`config.mk`:
```
export PLATFORM = sky130hd
export DESIGN_NAME = cascade_timer_group
export DESIGN_NICKNAME = d
export VERILOG_FILES = /design/src/rtl/cascade_timer_group.sv
export SDC_FILE = /design/constraint.sdc
export NUM_CORES = 1
export LEC_CHECK = 0
export BUFFER_PORTS_ARGS = -buffer_cell sky130_fd_sc_hd__buf_2
export CORE_UTILIZATION = 63
export DETAILED_ROUTE_END_ITERATION = 8
export GPL_TIMING_DRIVEN = 0
export PLACE_DENSITY = 0.8
export REMOVE_ABC_BUFFERS = 1
export SYNTH_ARGS = -nofsm -noshare
export SYNTH_HDL_FRONTEND = slang
export SYNTH_SLANG_ARGS = --single-unit
```
`constraint.sdc`:
```
create_clock -name clk -period 5.7 [get_ports clk]
set_clock_uncertainty 0.2 [all_clocks]
set_input_delay 0 -clock clk [delete_from_list [all_inputs] [get_ports clk]]
set_output_delay 0 -clock clk [all_outputs]
set_load 0.01 [all_outputs]
```
`src/rtl/cascade_timer_group.sv`:
```
module cascade_timer_group #(
  parameter int DIV_LOG2 = 3
) (
  input  logic        clk,
  input  logic        rst_n,
  input  logic        we,
  input  logic        re,
  input  logic [8:0]  addr,
  input  logic [31:0] wdata,
  output logic [31:0] rdata,
  output logic [3:0]  irq_n
);
  localparam int NT = 4;
  localparam int PRE_W = DIV_LOG2 + 3;
  localparam logic [8:0] CTRL_ADDR = 9'h100;

  logic [31:0] base [NT];
  logic [31:0] cnt  [NT];
  logic [31:0] rta  [NT];
  logic [31:0] rtb  [NT];
  logic [NT-1:0] pend;
  logic [1:0] psel;
  logic [2:0] chain_en, chain_ok;
  logic [PRE_W-1:0] pre, lim;
  logic tick;

  assign lim  = PRE_W'((1 << (DIV_LOG2 + int'(psel))) - 1);
  assign tick = (pre >= lim);

  always_ff @(posedge clk) begin
    if (!rst_n) pre <= '0;
    else        pre <= tick ? '0 : pre + 1'b1;
  end

  logic [2:0] jn;
  logic [NT-1:0] lo, up;
  assign jn[0] = chain_en[0] & chain_ok[0];
  assign jn[1] = chain_en[1] & chain_ok[1] & ~jn[0];
  assign jn[2] = chain_en[2] & chain_ok[2] & ~jn[1];
  assign lo = {1'b0, jn};
  assign up = {jn, 1'b0};

  logic hit_t, hit_c;
  logic [1:0] ts, rs;
  assign hit_t = ~addr[8] && (addr[3:0] == 4'd0);
  assign hit_c = (addr == CTRL_ADDR);
  assign ts = addr[7:6];
  assign rs = addr[5:4];

  logic [NT-1:0] wr_cnt, wr_base, wr_a, wr_b, rd_cnt, start, run, step, term;

  for (genvar i = 0; i < NT; i++) begin : g_tmr
    localparam int U = (i + 1) % NT;
    localparam int L = (i + NT - 1) % NT;
    assign wr_cnt[i]  = we & hit_t & (ts == 2'(i)) & (rs == 2'd0);
    assign wr_base[i] = we & hit_t & (ts == 2'(i)) & (rs == 2'd1);
    assign wr_a[i]    = we & hit_t & (ts == 2'(i)) & (rs == 2'd2);
    assign wr_b[i]    = we & hit_t & (ts == 2'(i)) & (rs == 2'd3);
    assign rd_cnt[i]  = re & hit_t & (ts == 2'(i)) & (rs == 2'd0);
    assign start[i]   = wr_base[i] & ~wdata[31] & base[i][31];
    assign run[i]     = lo[i] ? ~base[U][31] : ~base[i][31];
    assign step[i]    = tick & run[i] & (~up[i] | (cnt[L] == 32'd0));
    assign term[i]    = step[i] & ~lo[i] & (cnt[i][30:0] == 31'd0);

    AST_STOP_HOLD: assert property (@(posedge clk) disable iff (!rst_n)
      (base[i][31] && !lo[i] && !wr_cnt[i] && !wr_base[i]) |=> $stable(cnt[i]));

    AST_IRQ_ON_TICK: assert property (@(posedge clk) disable iff (!rst_n)
      $fell(irq_n[i]) |-> $past(tick));

    if (i < NT - 1) begin : g_low
      AST_LOWER_QUIET: assert property (@(posedge clk) disable iff (!rst_n)
        (lo[i] && $past(lo[i])) |-> !$fell(irq_n[i]));
    end
  end

  AST_TICK_SINGLE: assert property (@(posedge clk) disable iff (!rst_n)
    tick |=> !tick);

  always_ff @(posedge clk) begin
    if (!rst_n) begin
      psel     <= '0;
      chain_en <= '0;
      chain_ok <= '0;
      pend     <= '0;
      for (int i = 0; i < NT; i++) begin
        base[i] <= 32'h8000_0000;
        cnt[i]  <= '0;
        rta[i]  <= '0;
        rtb[i]  <= '0;
      end
    end else begin
      if (we && hit_c) begin
        chain_en <= wdata[2:0];
        psel     <= wdata[9:8];
        chain_ok <= wdata[26:24];
      end
      for (int i = 0; i < NT; i++) begin
        if (wr_base[i]) base[i] <= wdata;
        if (wr_a[i])    rta[i]  <= wdata;
        if (wr_b[i])    rtb[i]  <= wdata;
        if (wr_cnt[i])
          cnt[i] <= '0;
        else if (lo[i] && start[(i + 1) % NT])
          cnt[i] <= base[i];
        else if (!lo[i] && start[i])
          cnt[i] <= {1'b0, wdata[30:0]};
        else if (step[i]) begin
          if (lo[i])
            cnt[i] <= (cnt[i] == 32'd0) ? base[i] : cnt[i] - 32'd1;
          else if (term[i])
            cnt[i] <= {~cnt[i][31], base[i][30:0]};
          else
            cnt[i] <= {cnt[i][31], cnt[i][30:0] - 31'd1};
        end
        pend[i] <= term[i] | (pend[i] & ~rd_cnt[i]);
      end
    end
  end

  assign irq_n = ~pend;

  always_comb begin
    rdata = '0;
    if (hit_c)
      rdata = {5'd0, chain_ok, 14'd0, psel, 5'd0, chain_en};
    else if (hit_t) begin
      case (rs)
        2'd0:    rdata = cnt[ts];
        2'd1:    rdata = base[ts];
        2'd2:    rdata = rta[ts];
        default: rdata = rtb[ts];
      endcase
    end
  end
endmodule

```
# [Yosys cells after proc, flatten, opt, wreduce, memory -nomap -nowiden]
# Memory sizes are Yosys's and may differ from the RTL's.
# Index checks and enable logic that the tools add are counted.
[op_classes] addsub=10 order_cmp=1 eq_ne=7 n_shift=1 n_mux=204 n_bitwise=121 n_reduce_logical=22
[ops] operator="32-bit two-way mux" n=39
[ops] operator="1-bit two-way mux" n=164
[ops] operator="31-bit logical NOT" n=4
[ops] operator="31-bit by 1-bit subtractor with 31-bit output (second input constant)" n=4
[ops] operator="32-bit logical NOT" n=3
[ops] operator="32-bit case mux with 3 select lines" n=1
[ops] operator="32-bit by 1-bit subtractor with 32-bit output (second input constant)" n=3
[ops] operator="1-bit AND" n=61
[ops] operator="1-bit bitwise OR" n=41
[ops] operator="1-bit inverter" n=18
[ops] operator="9-bit equality test (second input constant)" n=1
[ops] operator="2-bit equality test (second input constant)" n=4
[ops] operator="1-bit logical AND" n=8
[ops] operator="6-bit by 1-bit adder with 6-bit output (second input constant)" n=1
[ops] operator="6-bit greater-or-equal comparator" n=1
[ops] operator="1-bit by 3-bit left shift with 6-bit output (first input constant)" n=1
[ops] operator="6-bit by 2-bit subtractor with 6-bit output (second input constant)" n=1
[ops] operator="2-bit by 1-bit equality test with 1-bit output (second input constant)" n=2
[ops] operator="2-bit logical NOT" n=2
[ops] operator="4-bit logical NOT" n=1
[ops] operator="4-bit inverter" n=1
[ops] operator="2-bit by 2-bit adder with 3-bit output (first input constant)" n=1
[ops] operator="1-bit logical NOT" n=3
[ops] operator="2-bit OR reduction" n=1
[word_totals] reg_bits=18 ram_bits=512 inputBits=45 out_inout_bits=36 word_cells=375 memories=4
[memory_table] memory="base" depth=4 width=32 read_ports=5 rd_ports_with_merged_regs=0 write_ports=4 line_no="17" text="logic [31:0] base [NT];"
[memory_table] memory="cnt" depth=4 width=32 read_ports=5 rd_ports_with_merged_regs=0 write_ports=4 line_no="18" text="logic [31:0] cnt [NT];"
[memory_table] memory="rta" depth=4 width=32 read_ports=1 rd_ports_with_merged_regs=0 write_ports=4 line_no="19" text="logic [31:0] rta [NT];"
[memory_table] memory="rtb" depth=4 width=32 read_ports=1 rd_ports_with_merged_regs=0 write_ports=4 line_no="20" text="logic [31:0] rtb [NT];"

# [Longest topological paths before layout]
[depth] word_depth=20 depth_mapped=13 depth_no_buf=11

# [Worst setup path after synthesis]
# No wires, ideal clock.
[synth_timing] path_type="input to register" from="input addr[6]" to="memory rtb[3][0] (enable)" setup_ps=466 arrival_time_ps=3555 required_ps=5034 path_slack_ps=1479 path_stages=5 path_buffers=3 cell_sequence="clkbuf_1 > clkbuf_1 > clkbuf_1 > nand3_1 > o21ai_0"
[synth_lines] item="start, declared" line_no="8" text="input logic [8:0] addr,"
[synth_lines] item="end, declared" line_no="20"

==> Flow_metrics.wiki <==
{| class="wikitable"
! Metric !! Value
|-
| Violations in the final reports || max-capacitance violations, max-slew violations
|-
| Distinct cell type count after synthesis || 67
|-
| Width of the chip || 218 µm
|-
| Number of synthesis warnings || 0
|-
| Reg-to-reg setup timing slack || 0.1 ns
|-
| Hpwl dp || 64,100 µm
|-
| Reg2reg end || cnt[1][13]$_SDFFCE_PN0P_
|-
| Clock transition at the register clock pins on the worst setup and hold paths after CTS || 0.07 ns
|-
| Vias post-DR || 23,114
|-
| Critical path launch point || cnt[0][0]$_SDFFCE_PN0P_
|-
| GP Congestion || 0.967
|-
| Worst vdd rail ir drop || 0.276 mV
|-
| Final layout net count || 2,535
|-
| Number of violations reported at the end of detailed-routing iteration 0 || 3,946
|-
| Effective utilization at floorplan || 64.2%
|-
| Root Buffer || clkbuf_16
|-
| Largest fanout on the critical path || 26
|-
| Maximum number of pins on one net before global-route repair || 73
|-
| Worst Reg-to-Reg Cells || 10
|-
| Clock Sink Count || 530
|-
| Final-layout worst hold slack || 0.0747 ns
|-
| Final hold violation count || 0
|-
| Slew at the pin closest to its max-slew limit || 1.56 ns
|-
| Power per Cell Area || 289 nW/µm²
|-
| Count of input and output buffers || 80
|-
| First-pass GRT wire length || 144,000 µm
|-
| Wire length per cell || 31.2 µm
|-
| Dominant register cell in the synthesized netlist || edfxtp_1
|-
| Chip height || 218 µm
|-
| Synth area leaders || edfxtp_1, mux4_2, and2_1, o21ai_0, clkbuf_1
|-
| Post-synthesis sequential area ratio || 53.7%
|-
| Synthesized instance count || 2,413
|-
| CP arrival || 5.70 ns
|-
| Die outline area || 47,400 µm²
|-
| Longest Clk Path Bufs || 3
|-
| Capturing element type of the critical path || flop
|-
| I/O pin count || 81
|-
| Number of violations of the max-capacitance limit || 1
|-
| Highest clock frequency the design can meet || 179 MHz
|-
| Total of flip-flops plus latches after synthesis || 530
|-
| Type of the worst min-delay path || primary input to flop
|-
| First-pass DRT Iterations || 6
|-
| Clock latency of the later-clocked register in the worst-skew pair || 0.62 ns
|-
| Cell type with the largest total area after synthesis || edfxtp_1
|-
| Origin of the critical flop-to-flop path || cnt[0][0]$_SDFFCE_PN0P_
|-
| Layout cells sized above 1 || 17.5%
|-
| Commonest non-fill, non-tap cell in the layout || edfxtp_1
|-
| Async S/R FF share, synth || 0%
|-
| RSZ-0062 raised after global routing || false
|-
| Post-synthesis instance area || 29,300 µm²
|-
| Finished layout cell area || 33,500 µm²
|-
| Max transition margin || -4.09%
|-
| Total overflow reported by the global router || 0
|-
| Post-synth EDFFs || 512
|-
| H-tree levels || 2
|-
| Setup_tns || 0 ns
|-
| Startpoint type of the worst setup path || flop
|-
| Syn Area/Cell || 12.1 µm²
|-
| Synth top area share || 52.4%
|-
| Number of nets with antenna violations after detailed routing || 0
|-
| FP Rows || 78
|-
| Class of the most critical setup path || flop to flop
|-
| # fillers || 2,934
|-
| Final Slew Violations || 8
|-
| CTS buffer count || 55
|-
| Core box area || 45,700 µm²
|-
| Commonest cells after routing, fill and taps aside || edfxtp_1, and2_1, mux4_2, nand2_1, nor2_1
|-
| WL final || 97,500 µm
|-
| Leakage Power || 11.5 nW
|-
| Fin crit period || 5.60 ns
|-
| Via-to-Cell Ratio || 7.40
|-
| Start point of the worst hold path || addr[1]
|-
| Run status || complete, but fails checks
|-
| Via count of the first global-routing pass || 22,674
|-
| Final routed DRC violation total || 0
|-
| End point of the critical path || cnt[1][13]$_SDFFCE_PN0P_
|-
| TritonCTS clock tree || yes
|-
| Period utilisation layout || 98.3%
|-
| DP Area || 31,200 µm²
|-
| Area growth from synthesis to layout || 14.3%
|-
| Initial antenna violation count || 4
|-
| Final Setup Violations || 0
|-
| Aggregate global-route resource usage || 41.9%
|-
| Data required time of the critical path || 5.80 ns
|}
-- through the flow --
step / total power, mW / instances / util (%) / worst slack (ns)
after floorplan: 5.47 / 2227 / - / 0.992
after global placement: 5.96 / 2907 / 65.1 / -5.36
after detailed placement: 6.04 / 2965 / 68.2 / -0.0459
after CTS: 9.61 / 3123 / 73.3 / 0.0711
after global routing: 9.88 / 3123 / 73.4 / 0.0858
final: 9.69 / 3125 / 73.4 / 0.0995
-- worst min-delay path by stage --
stage                                     endpoint  slack [ns]  cells after the start
final                         psel[1]$_SDFFE_PN0P_        0.07                      6
after global routing          psel[1]$_SDFFE_PN0P_        0.09                      6
after CTS                     psel[1]$_SDFFE_PN0P_        0.04                      6
after detailed placement  chain_en[0]$_SDFFE_PN0P_        0.19                      3
after global placement    chain_en[0]$_SDFFE_PN0P_        0.17                      3
after floorplan           chain_en[0]$_SDFFE_PN0P_       -0.06                      2
-- metal layers --
layer	global-route usage [%]	up-vias	wire, µm
li1	-	9254	-
met1	56.6	11272	33600
met2	62.1	2124	43100
met3	10.5	458	14400
met4	24.0	6	6250
met5	1.15	-	113
-- state kept, by name, summed over array words and instances, names as in the netlist --
name	count
base	128
cnt	128
rta	128
rtb	128
pre	6
pend	4
chain_en	3
chain_ok	3
psel	2
-- synth_stat cells (9+ instances only) --
master / n
nand2_1: 152
or4_1: 22
nor2_1: 131
mux4_2: 160
o21ai_0: 127
dfxtp_1: 18
nor3_1: 47
inv_1: 28
nor4_1: 26
a22o_1: 26
buf_1: 18
nand3_1: 31
o22ai_1: 34
nand2b_1: 17
o211ai_1: 11
edfxtp_1: 512
a221oi_1: 17
a211oi_1: 13
or3_1: 33
xnor2_1: 68
and2_1: 414
o2bb2ai_1: 13
nand4_1: 9
ha_1: 12
clkbuf_1: 164
a21oi_1: 110
a221o_1: 16
a22oi_1: 41
xor2_1: 39
-- critical path, cell delays in order, from the launching register on --
cell	delay (ns)
edfxtp_1	0.52
inv_1	0.11
ha_1	0.25
nor2b_1	0.25
nand4b_1	0.50
or3_2	0.97
o21ai_0	0.49
nand4_1	0.50
and3_1	0.74
nand3_4	0.48
buf_16	0.24
-- area by class of cell --
cell class,count,area (µm²),share of cell area (%)
Timing Repair Buffer,194,2030,6.07
Inverter,28,105,0.314
Antenna cell,2,5.00,0.0149
Clock buffer,74,1520,4.54
Multi-Input combinational cell,1669,13100,39.1
Sequential cell,530,15700,46.9
Clock inverter,28,267,0.795
Tap cell,600,751,2.24
-- cells by family (layout without fill, tap and decap cells) --
| group | Yosys count | count (layout) | share of synthesized area [%] |
|---|---|---|---|
| xor+xnor | 107 | 107 | 3.20 |
| fa+ha+maj | 12 | 12 | 0.512 |
| mux | 162 | 162 | 12.4 |
| flops | 530 | 530 | 53.7 |
| compound gates | 462 | 462 | 10.1 |
| simple gates | 923 | 923 | 17.3 |
| buf+inv | 216 | 324 | 2.84 |
| other cells | 1 | 5 | 0.0128 |
-- where the power goes --
group	switching, mW	internal (mW)
clock network	1.55	2.09
logic	0.722	0.512
registers	0.255	4.56
total	2.53	7.17
-- timing repair --
| action | 4_1_cts | 5_1_grt |
|---|---|---|
| hold buffers | 53 | 0 |
| endpoints found under the setup margin | 1 | 55 |
| setup buffers | 3 | 0 |
| hold endpoints to repair | 506 | 0 |
| pin swaps | 1 | 0 |
| gates cloned | 0 | 0 |
| gates resized for setup | 0 | 4 |
Note: power is estimated with default switching activity, not from simulation.
